**src/rtl/insn_dec_pkg.sv**
```systemverilog
`timescale 1ns/1ps
package insn_dec_pkg;
  localparam int unsigned XLEN   = 32;
  localparam int unsigned OPW    = 6;
  localparam int unsigned REGW   = 5;
  localparam int unsigned IMMW   = 16;
  localparam int unsigned TGTW   = 26;
  localparam int unsigned ALUW   = 4;

  // primary opcodes
  localparam logic [OPW-1:0] OP_RTYPE = 6'h00;
  localparam logic [OPW-1:0] OP_J     = 6'h02;
  localparam logic [OPW-1:0] OP_BEQ   = 6'h04;
  localparam logic [OPW-1:0] OP_BNE   = 6'h05;
  localparam logic [OPW-1:0] OP_ADDI  = 6'h08;
  localparam logic [OPW-1:0] OP_SLTI  = 6'h0A;
  localparam logic [OPW-1:0] OP_ANDI  = 6'h0C;
  localparam logic [OPW-1:0] OP_ORI   = 6'h0D;
  localparam logic [OPW-1:0] OP_LW    = 6'h23;
  localparam logic [OPW-1:0] OP_SW    = 6'h2B;

  // R-type function codes
  localparam logic [OPW-1:0] FN_SLL  = 6'h00;
  localparam logic [OPW-1:0] FN_SRL  = 6'h02;
  localparam logic [OPW-1:0] FN_JR   = 6'h08;
  localparam logic [OPW-1:0] FN_MULT = 6'h18;
  localparam logic [OPW-1:0] FN_DIV  = 6'h1A;
  localparam logic [OPW-1:0] FN_ADD  = 6'h20;
  localparam logic [OPW-1:0] FN_SUB  = 6'h22;
  localparam logic [OPW-1:0] FN_AND  = 6'h24;
  localparam logic [OPW-1:0] FN_OR   = 6'h25;
  localparam logic [OPW-1:0] FN_XOR  = 6'h26;
  localparam logic [OPW-1:0] FN_NOR  = 6'h27;
  localparam logic [OPW-1:0] FN_SLT  = 6'h2A;

  typedef enum logic [ALUW-1:0] {
    ALU_ADD = 4'd0,
    ALU_SUB = 4'd1,
    ALU_AND = 4'd2,
    ALU_OR  = 4'd3,
    ALU_XOR = 4'd4,
    ALU_NOR = 4'd5,
    ALU_SLT = 4'd6,
    ALU_SLL = 4'd7,
    ALU_SRL = 4'd8,
    ALU_MUL = 4'd9,
    ALU_DIV = 4'd10,
    ALU_NOP = 4'd15
  } alu_op_e;

  typedef struct packed {
    logic reg_we;
    logic dst_rd;    // 1: rd field, 0: rt field
    logic mem_rd;
    logic mem_wr;
    logic branch;
    logic branch_ne;
    logic jump;
    logic jump_reg;
    logic hilo_we;
    logic illegal;
  } dec_ctl_t;
endpackage

```
**src/rtl/insn_dec_fields.sv**
```systemverilog
`timescale 1ns/1ps
module insn_dec_fields
  import insn_dec_pkg::*;
#(
  parameter int unsigned W_XLEN = XLEN,
  parameter int unsigned W_REG  = REGW,
  parameter int unsigned W_IMM  = IMMW,
  parameter int unsigned W_TGT  = TGTW
) (
  input  logic [W_XLEN-1:0] instr_i,
  input  logic              zero_ext_i,
  output logic [W_REG-1:0]  rs_o,
  output logic [W_REG-1:0]  rt_o,
  output logic [W_REG-1:0]  rd_o,
  output logic [W_REG-1:0]  shamt_o,
  output logic [W_TGT-1:0]  tgt_o,
  output logic [W_XLEN-1:0] imm_o
);
  localparam int unsigned RS_LSB = W_TGT - W_REG;
  localparam int unsigned RT_LSB = RS_LSB - W_REG;
  localparam int unsigned RD_LSB = RT_LSB - W_REG;
  localparam int unsigned SH_LSB = RD_LSB - W_REG;

  assign rs_o    = instr_i[RS_LSB +: W_REG];
  assign rt_o    = instr_i[RT_LSB +: W_REG];
  assign rd_o    = instr_i[RD_LSB +: W_REG];
  assign shamt_o = instr_i[SH_LSB +: W_REG];
  assign tgt_o   = instr_i[W_TGT-1:0];

  logic ext_bit;
  assign ext_bit = instr_i[W_IMM-1] & ~zero_ext_i;

  assign imm_o[W_IMM-1:0] = instr_i[W_IMM-1:0];
  for (genvar b = W_IMM; b < W_XLEN; b++) begin : g_ext
    assign imm_o[b] = ext_bit;
  end
endmodule

```
**src/rtl/insn_dec_ctrl.sv**
```systemverilog
`timescale 1ns/1ps
module insn_dec_ctrl
  import insn_dec_pkg::*;
(
  input  logic [OPW-1:0] opcode_i,
  input  logic [OPW-1:0] funct_i,
  output dec_ctl_t       ctl_o,
  output alu_op_e        alu_op_o,
  output logic           zero_ext_o
);
  always_comb begin
    ctl_o      = '0;
    alu_op_o   = ALU_NOP;
    zero_ext_o = 1'b0;
    unique case (opcode_i)
      OP_RTYPE: begin
        ctl_o.reg_we = 1'b1;
        ctl_o.dst_rd = 1'b1;
        unique case (funct_i)
          FN_ADD:  alu_op_o = ALU_ADD;
          FN_SUB:  alu_op_o = ALU_SUB;
          FN_AND:  alu_op_o = ALU_AND;
          FN_OR:   alu_op_o = ALU_OR;
          FN_XOR:  alu_op_o = ALU_XOR;
          FN_NOR:  alu_op_o = ALU_NOR;
          FN_SLT:  alu_op_o = ALU_SLT;
          FN_SLL:  alu_op_o = ALU_SLL;
          FN_SRL:  alu_op_o = ALU_SRL;
          FN_MULT, FN_DIV: begin
            ctl_o.reg_we  = 1'b0;
            ctl_o.dst_rd  = 1'b0;
            ctl_o.hilo_we = 1'b1;
            alu_op_o      = (funct_i == FN_MULT) ? ALU_MUL : ALU_DIV;
          end
          FN_JR: begin
            ctl_o.reg_we   = 1'b0;
            ctl_o.dst_rd   = 1'b0;
            ctl_o.jump_reg = 1'b1;
          end
          default: begin
            ctl_o.reg_we  = 1'b0;
            ctl_o.dst_rd  = 1'b0;
            ctl_o.illegal = 1'b1;
          end
        endcase
      end
      OP_ADDI: begin ctl_o.reg_we = 1'b1; alu_op_o = ALU_ADD; end
      OP_SLTI: begin ctl_o.reg_we = 1'b1; alu_op_o = ALU_SLT; end
      OP_ANDI: begin ctl_o.reg_we = 1'b1; alu_op_o = ALU_AND; zero_ext_o = 1'b1; end
      OP_ORI:  begin ctl_o.reg_we = 1'b1; alu_op_o = ALU_OR;  zero_ext_o = 1'b1; end
      OP_LW: begin
        ctl_o.reg_we = 1'b1;
        ctl_o.mem_rd = 1'b1;
        alu_op_o     = ALU_ADD;
      end
      OP_SW: begin ctl_o.mem_wr = 1'b1; alu_op_o = ALU_ADD; end
      OP_BEQ: begin ctl_o.branch = 1'b1; alu_op_o = ALU_SUB; end
      OP_BNE: begin
        ctl_o.branch    = 1'b1;
        ctl_o.branch_ne = 1'b1;
        alu_op_o        = ALU_SUB;
      end
      OP_J:    ctl_o.jump    = 1'b1;
      default: ctl_o.illegal = 1'b1;
    endcase
  end
endmodule

```
**src/rtl/insn_decoder.sv**
```systemverilog
`timescale 1ns/1ps
module insn_decoder
  import insn_dec_pkg::*;
(
  input  logic [XLEN-1:0] instr_i,
  output logic [REGW-1:0] src_a_o,
  output logic [REGW-1:0] src_b_o,
  output logic [REGW-1:0] dst_o,
  output logic [XLEN-1:0] imm_o,
  output logic [REGW-1:0] shamt_o,
  output logic [TGTW-1:0] jump_tgt_o,
  output logic [ALUW-1:0] alu_op_o,
  output logic            reg_we_o,
  output logic            mem_rd_o,
  output logic            mem_wr_o,
  output logic            branch_o,
  output logic            branch_ne_o,
  output logic            jump_o,
  output logic            jump_reg_o,
  output logic            hilo_we_o,
  output logic            illegal_o
);
  dec_ctl_t        ctl;
  alu_op_e         alu_op;
  logic            zero_ext;
  logic [REGW-1:0] rd_idx;

  insn_dec_ctrl u_ctrl (
    .opcode_i   (instr_i[XLEN-1 -: OPW]),
    .funct_i    (instr_i[OPW-1:0]),
    .ctl_o      (ctl),
    .alu_op_o   (alu_op),
    .zero_ext_o (zero_ext)
  );

  insn_dec_fields u_fields (
    .instr_i    (instr_i),
    .zero_ext_i (zero_ext),
    .rs_o       (src_a_o),
    .rt_o       (src_b_o),
    .rd_o       (rd_idx),
    .shamt_o    (shamt_o),
    .tgt_o      (jump_tgt_o),
    .imm_o      (imm_o)
  );

  assign dst_o       = ctl.reg_we ? (ctl.dst_rd ? rd_idx : src_b_o) : '0;
  assign alu_op_o    = alu_op;
  assign reg_we_o    = ctl.reg_we;
  assign mem_rd_o    = ctl.mem_rd;
  assign mem_wr_o    = ctl.mem_wr;
  assign branch_o    = ctl.branch;
  assign branch_ne_o = ctl.branch_ne;
  assign jump_o      = ctl.jump;
  assign jump_reg_o  = ctl.jump_reg;
  assign hilo_we_o   = ctl.hilo_we;
  assign illegal_o   = ctl.illegal;

  always_comb begin

    illegal_quiet_chk: assert (!illegal_o || !(reg_we_o | mem_rd_o | mem_wr_o | branch_o |
                                               branch_ne_o | jump_o | jump_reg_o | hilo_we_o))
      else $error("illegal word with active strobe");

    one_action_chk: assert ($onehot0({mem_rd_o, mem_wr_o, branch_o, jump_o, jump_reg_o,
                                      hilo_we_o, illegal_o}))
      else $error("more than one action strobe");

    zero_ext_chk: assert (!(instr_i[XLEN-1 -: OPW] inside {OP_ANDI, OP_ORI}) ||
                          imm_o[XLEN-1:IMMW] == '0)
      else $error("logical immediate not zero-extended");

    load_dst_chk: assert (!mem_rd_o || (reg_we_o && dst_o == instr_i[20:16]))
      else $error("load does not target rt");

    hilo_excl_chk: assert (!hilo_we_o || !reg_we_o)
      else $error("HI/LO write with register write");

    idle_dst_chk: assert (reg_we_o || dst_o == '0)
      else $error("destination index without write");
  end
endmodule

```
**config.mk**
```make
export PLATFORM = sky130hd
export DESIGN_NAME = insn_decoder
export DESIGN_NICKNAME = d
export VERILOG_FILES = /design/src/rtl/insn_dec_pkg.sv /design/src/rtl/insn_dec_fields.sv /design/src/rtl/insn_dec_ctrl.sv /design/src/rtl/insn_decoder.sv
export SDC_FILE = /design/constraint.sdc
export NUM_CORES = 1
export LEC_CHECK = 0
export CORE_MARGIN = 1
export CORE_UTILIZATION = 29
export DETAILED_ROUTE_END_ITERATION = 12
export PLACE_DENSITY = 0.88
export SYNTH_ARGS = -nofsm -noshare
export SYNTH_HDL_FRONTEND = slang
export SYNTH_SLANG_ARGS = --single-unit
```
**constraint.sdc**
```tcl
create_clock -name vclk -period 2.8
set_input_delay 0.7 -clock vclk [all_inputs]
set_output_delay 0.7 -clock vclk [all_outputs]
set_load 0.1 [all_outputs]
```
== Word-level counts from Yosys, hierarchy flattened ==
Index checks and enable logic that the tools add are counted.

* Register bits: 0
* Word-level logic and storage cells: 51
* Output and inout bits: 91
* Bits of input ports: 32

* Bitwise gates (word level): 2
* Reduce and logical (&&, ||, !) cells: 10
* Mux-type cells: 19
* Equality and inequality tests: 20

{| class="wikitable"
|+ Operator list
! operator !! number
|-
| $eq A6 B6 Y1 const B || 9
|-
| $pmux W4 S10 || 1
|-
| $eq A6 B4 Y1 const B || 5
|-
| $pmux W4 S6 || 1
|-
| $reduce_or A9 Y1 || 2
|-
| $eq A6 B2 Y1 const B || 2
|-
| $eq A6 B3 Y1 const B || 2
|-
| $eq A6 B5 Y1 const B || 2
|-
| $logic_not A6 Y1 || 2
|-
| $reduce_or A12 Y1 || 1
|-
| $mux W1 || 10
|-
| $mux W5 || 2
|-
| $mux W2 || 3
|-
| $reduce_or A2 Y1 || 3
|-
| $reduce_or A5 Y1 || 1
|-
| $pmux W1 S2 || 2
|-
| $reduce_or A3 Y1 || 1
|-
| $and A1 B1 Y1 || 1
|-
| $not A1 Y1 || 1
|}

== Depth between registers and ports, before layout ==
* Word-level depth: 6
* Mapped depth: 5
* Gate-level depth less buffers: 4

== Cells and area by module ==
A second synthesis with hierarchy kept.

* Cell total of the unflattened synthesis: 167
* Area, all modules: 1151.1 µm²

{| class="wikitable"
|+ Modules (own cells, without submodules)
! module !! cells an instance !! seq. area each (µm²) !! times used !! area an instance (µm²)
|-
| insn_dec_fields || 79 || 0.0 || 1 || 599.3
|-
| insn_dec_ctrl || 77 || 0.0 || 1 || 459.2
|-
| insn_decoder || 11 || 0.0 || 1 || 92.6
|}

== Worst setup path after synthesis ==
OpenSTA, ideal clock, no wires.

* Path type: input-to-output
* From: input port instr_i[31]
* To: output port jump_reg_o
* Required time: 2100 ps
* Cell stages on the path: 4
* Buffers on the path: 1
* Arrival: 4088 ps
* Setup slack: -1988 ps
* Cell sequence: buf_4 -> nor3_4 -> nand2_2 -> nor4_1

* Word-level cells in the longest chain between the ends: 2

{| class="wikitable"
|+ RTL lines
! element !! RTL line !! text
|-
| from (decl) || insn_decoder.sv:5 || <nowiki>input logic [XLEN-1:0] instr_i,</nowiki>
|-
| $logic_not A6 Y1 || insn_dec_ctrl.sv:15 || <nowiki>unique case (opcode_i)</nowiki>
|-
| $mux W2 || insn_dec_ctrl.sv:15 ||
|-
| to (decl) || insn_decoder.sv:19 || <nowiki>output logic jump_reg_o,</nowiki>
|}

Every way passes these cells.

== Final worst setup path ==
* From: input port instr_i[5]
* To: output port alu_op_o[0]

* Word-level cells in the longest chain between the ends: 4
* Elaborated cells on any way between the ends: 15
* Classes of those cells: eq/ne (10); mux (3); reduce/logical (2)

{| class="wikitable"
|+ RTL lines
! element !! RTL line !! text
|-
| $eq A6 B5 Y1 (on tied branches) || insn_dec_ctrl.sv:19, insn_dec_ctrl.sv:33 ||
|-
| $mux W2 / $reduce_or A2 Y1 (equally long branches) || insn_dec_ctrl.sv:33, insn_dec_ctrl.sv:19 ||
|-
| $pmux W4 S10 (*) || insn_dec_ctrl.sv:19 || <nowiki>unique case (funct_i)</nowiki>
|-
| $pmux W4 S6 (*) || insn_dec_ctrl.sv:15 ||
|-
| to (decl) || insn_decoder.sv:12 || <nowiki>output logic [ALUW-1:0] alu_op_o,</nowiki>
|}

Every way passes the cells marked *; elsewhere a longest branch is shown, timed or not.

==> impl_metrics.py <==
metrics = {
    "final_layout": {
        "multi_input_area_um2": 614,
        "layout-drive-gt1-share_pct": 68.7,
        "layoutNonFillerInstCount": 244,
        "final_common_cell": "buf_12",
        "fin_util_pct": 73.4,
        "final-seq-area_um2": 0,
        "diodes": 0,
        "fin_area_mm2": 0.00252,
        "final_cell_mix": "buf_12 (67), buf_4 (31), clkdlybuf4s50_1 (10)",
        "fillerInstances": 209,
        "seq_cells": 0,
        "area_delta_synth_final_pct": 134,
        "fin_nets": 232,
        "nClkBuffers": 0,
    },
    "route": {
        "initialDrtViolationCount": 25,
        "drtPass1Iterations": 4,
        "num_vias": 1153,
        "drt.antenna.violating_nets": 0,
        "via_per_inst": 4.73,
        "wl_um": 3900,
        "wl_per_cell_um": 16.0,
        "drc_errors": 0,
    },
    "floorplan": {
        "fp-row-count": 21,
        "fp.dieH_um": 63.0,
        "start_util_pct": 31.3,
        "ios": 123,
        "die-area_mm2": 0.00396,
        "core_mm2": 0.00344,
        "die_w_um": 63.0,
    },
    "grt": {
        "gr-usage-all-layers_pct": 18.8,
        "antenna_found_initial": 0,
        "grt_overflow": 0,
        "grt_max_degree": 17,
        "grt_pass1_wl_um": 5980,
        "grt_pass1_vias": 1134,
    },
    "synth": {
        "synth.top_cell.area_share_pct": 51.6,
        "netlist_area_mm2": 0.00108,
        "syn_area_per_cell_um2": 7.09,
        "synthTopCellsByArea": "buf_4 (52%), a22o_1 (4.1%), nor2b_1 (3.5%)",
        "yosysUniqueCellTypes": 36,
        "yosysWarnings": 0,
        "synth.net_count": 184,
        "synth_seq_area_share_pct": 0,
        "postSynthCellCount": 152,
        "synth_largest_area_cell": "buf_4",
    },
    "timing": {
        "tightest_slew_ns": 0.344,
        "hold_viol_final": 0,
        "finalSetupTns_ns": 0,
        "slew_headroom_pct": 77.1,
        "fin_ws_ns": 0.0380,
        "setup_violations": 0,
        "timing.final.crit_share_pct": 98.6,
        "fmax_mhz": 362,
        "rsz0062_at_grt": "false",
        "worst_hold_slack_ns": 1.40,
        "drv_slew": 0,
        "final.min_clock_period_ns": 2.76,
    },
    "place": {
        "dp.cells": 241,
        "post-place-ws_ns": -0.340,
        "place_area_mm2": 0.00247,
        "gp_congestion": 0.845,
        "post-dp-hpwl_um": 3360,
        "portBuffers": 88,
    },
    "worst_setup_path": {
        "cp.arrival_ns": 2.06,
        "critPathMaxFanout": 7,
        "cp-start-kind": "primary input",
        "critical_path_class": "in2out",
        "required_ns": 2.10,
        "cp-end-kind": "output port",
    },
    "power_and_ir_drop": {
        "swShare_pct": 64.5,
        "vdd_ir_drop_max_uv": 92.6,
        "total_power_mw": 0.692,
        "clock_power_share_pct": 0,
        "netSwitchingPower_mw": 0.446,
        "pwr-share-seq_pct": 0,
        "p_leak_nw": 1.14,
        "combPwrFrac_pct": 100.0,
        "p_int_mw": 0.245,
        "p_per_area_mw_per_mm2": 274,
    },
    "worst_hold_path": {
        "min_to": "imm_o[7]",
        "holdCritStartpoint": "instr_i[7]",
        "min_path_type": "in2out",
        "min_path_cells": 0,
    },
    "run": {
        "cap_violations": 0,
    },
    "run_status": {
        "outcome": "completed",
    },
    "clock_network": {
        "cts_hold_buf": 0,
    },
}
-- repair_timing --
item | CTS | global route
endpoints found under the setup margin | 31 | 9
pin swaps | 12 | 5
buffers inserted | 3 | 0
resized for setup | 37 | 8
-- worst max path at each step --
stage / to / cells past startpoint / start
5_1_grt: alu_op_o[3] / 7 / instr_i[26]
2_1_floorplan: alu_op_o[0] / 4 / instr_i[31]
3_5_place_dp: alu_op_o[0] / 6 / instr_i[3]
3_3_place_gp: alu_op_o[0] / 6 / instr_i[5]
6_report: alu_op_o[0] / 6 / instr_i[5]
4_1_cts: dst_o[2] / 8 / instr_i[26]
-- synthesized netlist by cell type (2+ instances only) --
library cell,n
o21ai_0,7
o211ai_1,2
inv_1,5
nand3_1,3
and3_1,2
nor3_2,2
a21oi_1,3
buf_4,74
a221o_1,2
nand2_1,4
a22o_1,5
o31a_1,2
and2_1,3
buf_2,5
nor2b_1,6
nor2_1,7
-- cell type report --
class | instances | area share, %
timing repair buffer | 125 | 72.6
multi-input combinational | 68 | 24.3
tap | 46 | 2.28
inverter | 5 | 0.743
-- kinds of logic after synthesis --
family          count (synthesis)  synth area share (%)
buf+inv                        84                  55.6
compound gates                 31                  22.1
fa+ha+maj                       1                 0.929
simple gates                   36                  21.4
-- worst max-delay path: stages --
cell,delay (ns)
buf_2,0.15
nor2b_1,0.14
or3_4,0.39
a311oi_2,0.26
o211ai_1,0.18
clkbuf_16,0.25
-- routing by layer --
metal	share of wire, %	global-route usage (%)
met5	0	0
met4	2.7	4.65
met3	9.5	3.83
met2	52	34.8
met1	35	21.5
-- power groups by stage --
stage                     clock (mW)  sequential (mW)  combinational (mW)
after global routing               0                0               0.707
after detailed placement           0                0               0.685
after floorplan                    0                0               0.615
after global placement             0                0               0.673
after CTS                          0                0               0.690
final                              0                0               0.692
Power figures use the tool's default switching activity.
